`config.mk`:
```
export PLATFORM = sky130hd
export DESIGN_NAME = wprot_gate
export DESIGN_NICKNAME = d
export VERILOG_FILES = /design/src/rtl/wprot_pkg.sv /design/src/rtl/wprot_rst_sync.sv /design/src/rtl/wprot_addr_dec.sv /design/src/rtl/wprot_key_fsm.sv /design/src/rtl/wprot_gate.sv
export SDC_FILE = /design/constraint.sdc
export NUM_CORES = 1
export LEC_CHECK = 0
export BUFFER_PORTS_ARGS = -buffer_cell sky130_fd_sc_hd__buf_2
export CAP_MARGIN = 40
export CORE_AREA = 5 5 42 44
export DETAILED_ROUTE_END_ITERATION = 8
export DIE_AREA = 0 0 47 49
export GPL_TIMING_DRIVEN = 0
export PLACE_DENSITY = 0.7
export SYNTH_ARGS = -nofsm -noshare
export SYNTH_HDL_FRONTEND = slang
export SYNTH_SLANG_ARGS = --single-unit
```
`constraint.sdc`:
```
create_clock -name clk -period 1.52 [get_ports clk]
set_input_delay 0 -clock clk [delete_from_list [all_inputs] [get_ports clk]]
set_output_delay 0 -clock clk [all_outputs]
set_load 0.005 [all_outputs]
```
`src/rtl/wprot_pkg.sv`:
```
package wprot_pkg;
  typedef enum logic [1:0] {
    GATE_LOCKED = 2'd0,
    GATE_HALF   = 2'd1,
    GATE_OPEN   = 2'd2
  } gate_state_t;
endpackage

```
`src/rtl/wprot_rst_sync.sv`:
```
module wprot_rst_sync #(
  parameter int STAGES = 2
) (
  input  logic clk,
  input  logic rst_n,
  output logic rst_n_sync
);
  logic [STAGES-1:0] chain_q;

  always_ff @(posedge clk or negedge rst_n) begin
    if (!rst_n) chain_q <= '0;
    else        chain_q <= {chain_q[STAGES-2:0], 1'b1};
  end

  assign rst_n_sync = chain_q[STAGES-1];
endmodule

```
`src/rtl/wprot_addr_dec.sv`:
```
module wprot_addr_dec #(
  parameter int                          ADDR_W     = 8,
  parameter int                          NUM_PROT   = 5,
  parameter logic [NUM_PROT*ADDR_W-1:0]  PROT_ADDRS = '0,
  parameter logic [ADDR_W-1:0]           KEY_ADDR   = '0
) (
  input  logic [ADDR_W-1:0] addr,
  output logic              is_prot,
  output logic              is_key
);
  logic [NUM_PROT-1:0] hit;

  for (genvar i = 0; i < NUM_PROT; i++) begin : g_cmp
    assign hit[i] = (addr == PROT_ADDRS[i*ADDR_W +: ADDR_W]);
  end

  assign is_prot = |hit;
  assign is_key  = (addr == KEY_ADDR);
endmodule

```
`src/rtl/wprot_key_fsm.sv`:
```
module wprot_key_fsm
  import wprot_pkg::*;
#(
  parameter int                DATA_W = 32,
  parameter logic [DATA_W-1:0] KEY_A  = 32'h0000_00CA,
  parameter logic [DATA_W-1:0] KEY_B  = 32'h0000_0053
) (
  input  logic              clk,
  input  logic              rst_n,
  input  logic              key_wr,
  input  logic [DATA_W-1:0] key_data,
  output logic              open
);
  gate_state_t state_q, state_d;
  logic        state_en;

  always_comb begin
    state_d  = state_q;
    state_en = key_wr;
    if (key_wr) begin
      unique case (state_q)
        GATE_LOCKED: state_d = (key_data == KEY_A) ? GATE_HALF : GATE_LOCKED;
        GATE_HALF:   state_d = (key_data == KEY_B) ? GATE_OPEN : GATE_LOCKED;
        GATE_OPEN:   state_d = (key_data == KEY_A) ? GATE_HALF : GATE_LOCKED;
        default:     state_d = GATE_LOCKED;
      endcase
    end
  end

  always_ff @(posedge clk or negedge rst_n) begin
    if (!rst_n)        state_q <= GATE_LOCKED;
    else if (state_en) state_q <= state_d;
  end

  assign open = (state_q == GATE_OPEN);

  // unlocking only follows a second key written in the half state
  a_r2_open_by_key_b: assert property (@(posedge clk) disable iff (!rst_n)
    $rose(open) |-> $past(key_wr && key_data == KEY_B && state_q == GATE_HALF));

  // a wrong key never leaves the gate unlocked
  a_r4_wrong_relocks: assert property (@(posedge clk) disable iff (!rst_n)
    (key_wr && key_data != KEY_A && key_data != KEY_B) |=> state_q == GATE_LOCKED);

  // any key write while unlocked closes the gate
  a_r5_open_closes: assert property (@(posedge clk) disable iff (!rst_n)
    (key_wr && open) |=> !open);

  // without a key write the sequence state holds
  a_r3_hold: assert property (@(posedge clk) disable iff (!rst_n)
    !key_wr |=> $stable(state_q));
endmodule

```
`src/rtl/wprot_gate.sv`:
```
module wprot_gate #(
  parameter int                          ADDR_W     = 8,
  parameter int                          DATA_W     = 32,
  parameter int                          NUM_PROT   = 5,
  parameter logic [NUM_PROT*ADDR_W-1:0]  PROT_ADDRS = {8'h10, 8'h0C, 8'h08, 8'h04, 8'h00},
  parameter logic [ADDR_W-1:0]           KEY_ADDR   = 8'h18,
  parameter logic [DATA_W-1:0]           KEY_A      = 32'h0000_00CA,
  parameter logic [DATA_W-1:0]           KEY_B      = 32'h0000_0053
) (
  input  logic              clk,
  input  logic              rst_n,
  input  logic              bus_wr,
  input  logic [ADDR_W-1:0] bus_addr,
  input  logic [DATA_W-1:0] bus_wdata,
  output logic              wr_grant,
  output logic              prot_open
);
  logic rst_n_sync;
  logic is_prot, is_key;
  logic key_wr;

  wprot_rst_sync #(.STAGES(2)) u_rst (
    .clk        (clk),
    .rst_n      (rst_n),
    .rst_n_sync (rst_n_sync)
  );

  wprot_addr_dec #(
    .ADDR_W     (ADDR_W),
    .NUM_PROT   (NUM_PROT),
    .PROT_ADDRS (PROT_ADDRS),
    .KEY_ADDR   (KEY_ADDR)
  ) u_dec (
    .addr    (bus_addr),
    .is_prot (is_prot),
    .is_key  (is_key)
  );

  assign key_wr = bus_wr & is_key;

  wprot_key_fsm #(
    .DATA_W (DATA_W),
    .KEY_A  (KEY_A),
    .KEY_B  (KEY_B)
  ) u_fsm (
    .clk      (clk),
    .rst_n    (rst_n_sync),
    .key_wr   (key_wr),
    .key_data (bus_wdata),
    .open     (prot_open)
  );

  always_comb begin
    wr_grant = 1'b0;
    if (bus_wr && !is_key) wr_grant = is_prot ? prot_open : 1'b1;
  end

  // protected writes are blocked while locked
  a_r6_block_locked: assert property (@(posedge clk) disable iff (!rst_n_sync)
    (bus_wr && is_prot && !prot_open) |-> !wr_grant);

  // unprotected, non-key addresses always pass
  a_r7_pass_unprot: assert property (@(posedge clk) disable iff (!rst_n_sync)
    (bus_wr && !is_prot && !is_key) |-> wr_grant);

  // the key register is never strobed
  a_r8_key_no_grant: assert property (@(posedge clk) disable iff (!rst_n_sync)
    is_key |-> !wr_grant);

  // no strobe without a bus write
  a_r9_idle_quiet: assert property (@(posedge clk) disable iff (!rst_n_sync)
    !bus_wr |-> !wr_grant);
endmodule

```
---- After elaboration in Yosys (flattened, before gate mapping) ----
Cells that the tools add are included.
word-level totals
  memories kept ........................... 0
  RAM bits ................................ 0
  output and inout port bits .............. 2
  latch bits .............................. 0
  register bits ........................... 4
  ROM bits ................................ 0
  input bits .............................. 43
  word-level logic and storage cells ...... 23
cells by class
  magnitude comparators ................... 0
  reduce and logical (&&, ||, !) cells .... 6
  equal/unequal tests ..................... 9
  muxes and demuxes ....................... 5
  bitwise operators ....................... 1
  add/sub/neg operators ................... 0
  div/mod/pow operators ................... 0
  multipliers ............................. 0
  shift operators ......................... 0
operators by type and width
  cell                                                              number
  32-bit by 7-bit == test with 1-bit output, second input constant  1
  32-bit by 8-bit == test with 1-bit output, second input constant  1
  8-bit by 4-bit == test with 1-bit output, second input constant   2
  8-bit by 5-bit == test with 1-bit output, second input constant   2
  8-bit by 3-bit == test with 1-bit output, second input constant   1
  8-bit zero test                                                   1
  5-bit OR reduction                                                1
  2-bit case mux with 2 select lines                                1
  1-bit two-way mux                                                 3
  2-bit by 1-bit == test with 1-bit output, second input constant   1
  2-bit == test, second input constant                              1
  2-bit zero test                                                   1
  2-bit two-way mux                                                 1
  2-bit OR reduction                                                1
  1-bit AND                                                         1
  1-bit logical AND                                                 1
  1-bit zero test                                                   1

---- Logic depth before layout (Yosys ltp) ----
  word-level depth ........................ 4
  gate-level depth with buffers ........... 4
  depth with buffers taken out ............ 4

---- Modules after synthesis ----
Synthesis repeated with hierarchy kept, for this count alone.
second synthesis, totals
  cells, all modules ...................... 32
  area total of the unflattened synthesis .. 329.1 um2
modules (own cells, without submodules)
  module          instances  seq. area each (um2)  area an instance (um2)  cells each
  wprot_key_fsm   1          50.0                  202.7                   21
  wprot_rst_sync  1          50.0                  53.8                    3
  wprot_addr_dec  1          0.0                   40.0                    5
  wprot_gate      1          0.0                   32.5                    3

---- Worst setup path after synthesis ----
OpenSTA, ideal clock, no wires.
  path kind ............................... input port to flip-flop
  from .................................... input port bus_addr[0]
  to ...................................... register u_fsm.state_q[1]
  slack ................................... -0.179 ns
  setup time .............................. 0.076 ns
  stages .................................. 4
  data required time ...................... 1.444 ns
  arrival ................................. 1.623 ns
  path buffers ............................ 0
  cells stage by stage .................... or4_4 -> or4_4 -> or4_1 -> o21ai_1
on the way
  cells in the longest elaborated chain, start to end .. 2
ends and longest elaborated chain
  item                                      line                  source
  start: declaration                        wprot_gate.sv:13      input logic [ADDR_W-1:0] bus_addr,
  8-bit by 5-bit == test with 1-bit output  wprot_addr_dec.sv:18  assign is_key = (addr == KEY_ADDR);
  1-bit AND                                 wprot_gate.sv:39      assign key_wr = bus_wr & is_key;
  end signal: assignment                    wprot_key_fsm.sv:32   else if (state_en) state_q <= state_d;
  end: declaration                          wprot_key_fsm.sv:14   gate_state_t state_q, state_d;
Every way passes these cells.
A chain may end at the register's enable or synchronous reset.

---- Worst setup path in the final report ----
Same ends and word-level chain as after synthesis.

==> key figures <==
Placed design
  • I/O Buffers: 44
  • Final Wtd Congestion: 0.579
  • Post-DP Area: 514 um2
  • DP Wirelength: 968 um

Setup path
  • R2r endpoint: u_fsm.state_q[0]$_DFFE_PN0P_
  • Reg2Reg Setup Slack: 350 ps
  • CP max stage cell: or4_4
  • CP dominant cell by count: or4_4
  • Crit Path Max Fanout: 2
  • CP startpoint kind: input pin
  • CP Data Required Time: 1680 ps
  • CP startpoint: bus_addr[0]
  • R2r worst-path depth: 3
  • Worst r2r src: u_fsm.state_q[0]$_DFFE_PN0P_
  • End of the critical path: u_fsm.state_q[1]$_DFFE_PN0P_
  • CP arrival: 1660 ps
  • Crit-path cells: buf_6, or4_4, or4_4, or4_4, o21ai_2
  • Critical path class: input pin to flip-flop
  • Worst path max stage delay: 530 ps
  • Worst setup EP type: flip-flop

Floorplan
  • Cell Rows: 14
  • Die width: 47 um
  • I/O pin count: 45
  • Starting Density: 19.6%
  • Core area: 1400 um2
  • Die height: 49 um
  • Die area: 2300 um2

Timing
  • Final worst path period share: 98.8%
  • Final setup TNS: 0 ps
  • Minimum clock period after layout: 1500 ps
  • Final hold violation count: 0
  • Fmax: 666 MHz
  • RSZ-0062 raised after global routing: true
  • Layout Skew: 3.44 ps
  • Max-slew violation count: 0
  • Final setup fails: 0

Pwr
  • Power density cells: 553 nW/um2
  • Sw Share: 20.9%
  • Maximum vdd drop: 0.433 mV
  • Combinational Power Share: 23.2%
  • Total power: 0.000314 W
  • Psw: 0.0000657 W
  • Clock power frac: 41.5%
  • Leakage: 0.290 nW
  • Flop pwr share: 35.4%
  • Pint: 0.000248 W

Detailed routing
  • Drt wl/cell: 11.4 um
  • DRC marker count from the first detailed-route iteration: 2
  • Routed WL: 1070 um
  • Drt first pass iters: 4
  • DR vias/cell: 4.69
  • Post-route DRC: 0
  • Post-route antenna net violation count: 0
  • Via Count: 441

Global routing
  • Tot GR Track Use: 9.87%
  • Grt ovf: 0
  • Largest net degree at the start of global routing: 5
  • Global-route wire length before repair: 1710 um
  • GRT busiest layer: met2
  • Vias in the first global route: 478
  • Initial antenna violation count: 0
  • GR Util met3: 4.80%
  • Met2 usage: 18.1%
  • M1 GR Usage: 9.71%

CTS
  • Clock tree buffer depth: 2
  • Number of buffers created by CTS: 3
  • CTS tree: built
  • Clk_lat worst skew: 230 ps
  • Htree depth: 1
  • Reg clk slew, reported paths: 40 ps
  • Clk sinks: 4
  • Root Buffer: clkbuf_4

Yosys
  • Synthesized Nets: 72
  • Mapped Cells: 29
  • Cell Area, Synth: 274 um2
  • Synth area leaders: dfrtp_1 (37%), nor4_1 (11%), nor4b_1 (9.6%), or4_4 (8.2%), nand2_1 (5.5%)
  • Synthesized area per cell: 9.45 um2
  • Sequential fraction of the synthesis area: 36.5%
  • Yosys cell types: 16
  • Largest area contributor in the netlist: dfrtp_1
  • Seq cells post-synth: 4
  • Yosys top cell area share: 36.5%
  • Yosys warns: 0

Layout
  • Fillers: 158
  • Proportion of layout cells with a drive suffix above 1: 67.9%
  • Diode count: 0
  • Layout Nets: 123
  • Finished Cell Area: 568 um2
  • Area growth from synthesis to layout: 107%
  • Util after Layout: 40.5%

Min path
  • Worst min path class: flip-flop to asynchronous set/reset pin

Flow run
  • Max-cap violations: 0

Status
  • Status: completed
state kept, by name (all words and copies together), names as in the netlist:
register / count
u_fsm.state_q: 2
u_rst.chain_q: 2
worst min path at each step:
stage                                from  cells past startpoint                            to  slack [ps]
6_report       u_rst.chain_q[1]$_DFF_PN0_                      0  u_fsm.state_q[1]$_DFFE_PN0P_          20
5_1_grt        u_rst.chain_q[1]$_DFF_PN0_                      0  u_fsm.state_q[0]$_DFFE_PN0P_          30
4_1_cts        u_rst.chain_q[1]$_DFF_PN0_                      0  u_fsm.state_q[0]$_DFFE_PN0P_          20
3_5_place_dp                        rst_n                      1    u_rst.chain_q[0]$_DFF_PN0_        -210
3_3_place_gp                        rst_n                      1    u_rst.chain_q[0]$_DFF_PN0_        -210
2_1_floorplan                       rst_n                      0    u_rst.chain_q[0]$_DFF_PN0_        -300
worst max-delay path: cells and delay by family:
kind,cells,cell delay (ps)
AND/OR/NAND/NOR,3,1450
AO/OA/AOI/OAI,1,120
buffers and inverters,1,90
final cells by class:
cell class | instances | area, um2 | share of cell area [%]
well taps | 16 | 20.0 | 3.52
clock buffers | 3 | 22.5 | 3.96
flip-flops and latches | 4 | 100 | 17.6
repair buffers | 46 | 244 | 43.0
multi-input cells | 25 | 181 | 31.9
cell families after synthesis:
| family | share of synthesized area (%) |
|---|---|
| flip-flops | 36.5 |
| AND/OR/NAND/NOR | 50.7 |
| AO/OA/AOI/OAI | 11.4 |
| other | 1.37 |
power groups by stage:
stage / Combinational [W] / Clock (W) / Sequential (W)
finish: 0.0000728 / 0.000130 / 0.000111
global route: 0.0000821 / 0.000149 / 0.000111
CTS: 0.0000737 / 0.000138 / 0.000111
detailed placement: 0.0000697 / 0 / 0.000113
global placement: 0.0000666 / 0 / 0.000112
floorplan: 0.0000123 / 0 / 0.000112
placed cells by master, fill, tap and decap left out:
| cell type | synthesis | routed |
|---|---|---|
| clkbuf_4 | 0 | 3 |
| and4_1 | 1 | 1 |
| nand2_1 | 4 | 4 |
| o21ai_2 | 0 | 1 |
| nand2b_1 | 1 | 1 |
| dlygate4sd3_1 | 0 | 1 |
| a22o_1 | 1 | 1 |
| conb_1 | 1 | 1 |
| buf_6 | 0 | 1 |
| nor4b_1 | 3 | 3 |
| nand4b_1 | 1 | 1 |
| buf_2 | 0 | 43 |
| nand4_1 | 1 | 1 |
| dfrtp_1 | 4 | 4 |
| buf_4 | 0 | 1 |
| nor2b_1 | 1 | 1 |
| o31ai_1 | 1 | 1 |
| o31a_2 | 1 | 1 |
| nor4_1 | 5 | 5 |
| or4_4 | 2 | 3 |
routing by layer:
metal,up-vias,share of wire (%)
met5,-,0
met4,0,0
met3,0,15
met2,24,55
met1,196,30
li1,221,-
metrics by stage:
step	hold WS, ps	worst slack, ps	instances
finish	17.6	18.4	94
detailed placement	-212	-374	89
CTS	19.1	-9.09	94
floorplan	-296	-179	29
global route	31.9	-0.997	94
global placement	-214	-339	89
repair_timing:
action | in CTS | in global routing
hold endpoints to repair | 2 | 0
setup buffers | 1 | 0
setup endpoints to repair | 1 | 1
resized for setup | 3 | 0
pin swaps | 2 | 1
hold buffers | 1 | 0
cells in the mapped netlist, drive strengths merged:
cell and instances:
nor4 5, dfrtp 4, nand2 4, nor4b 3, or4 3, a22o 1
and4 1, conb 1, nand2b 1, nand4 1, nand4b 1, nor2b 1
o21ai 1, o31a 1, o31ai 1
Note: power is estimated with default switching activity, not from simulation.
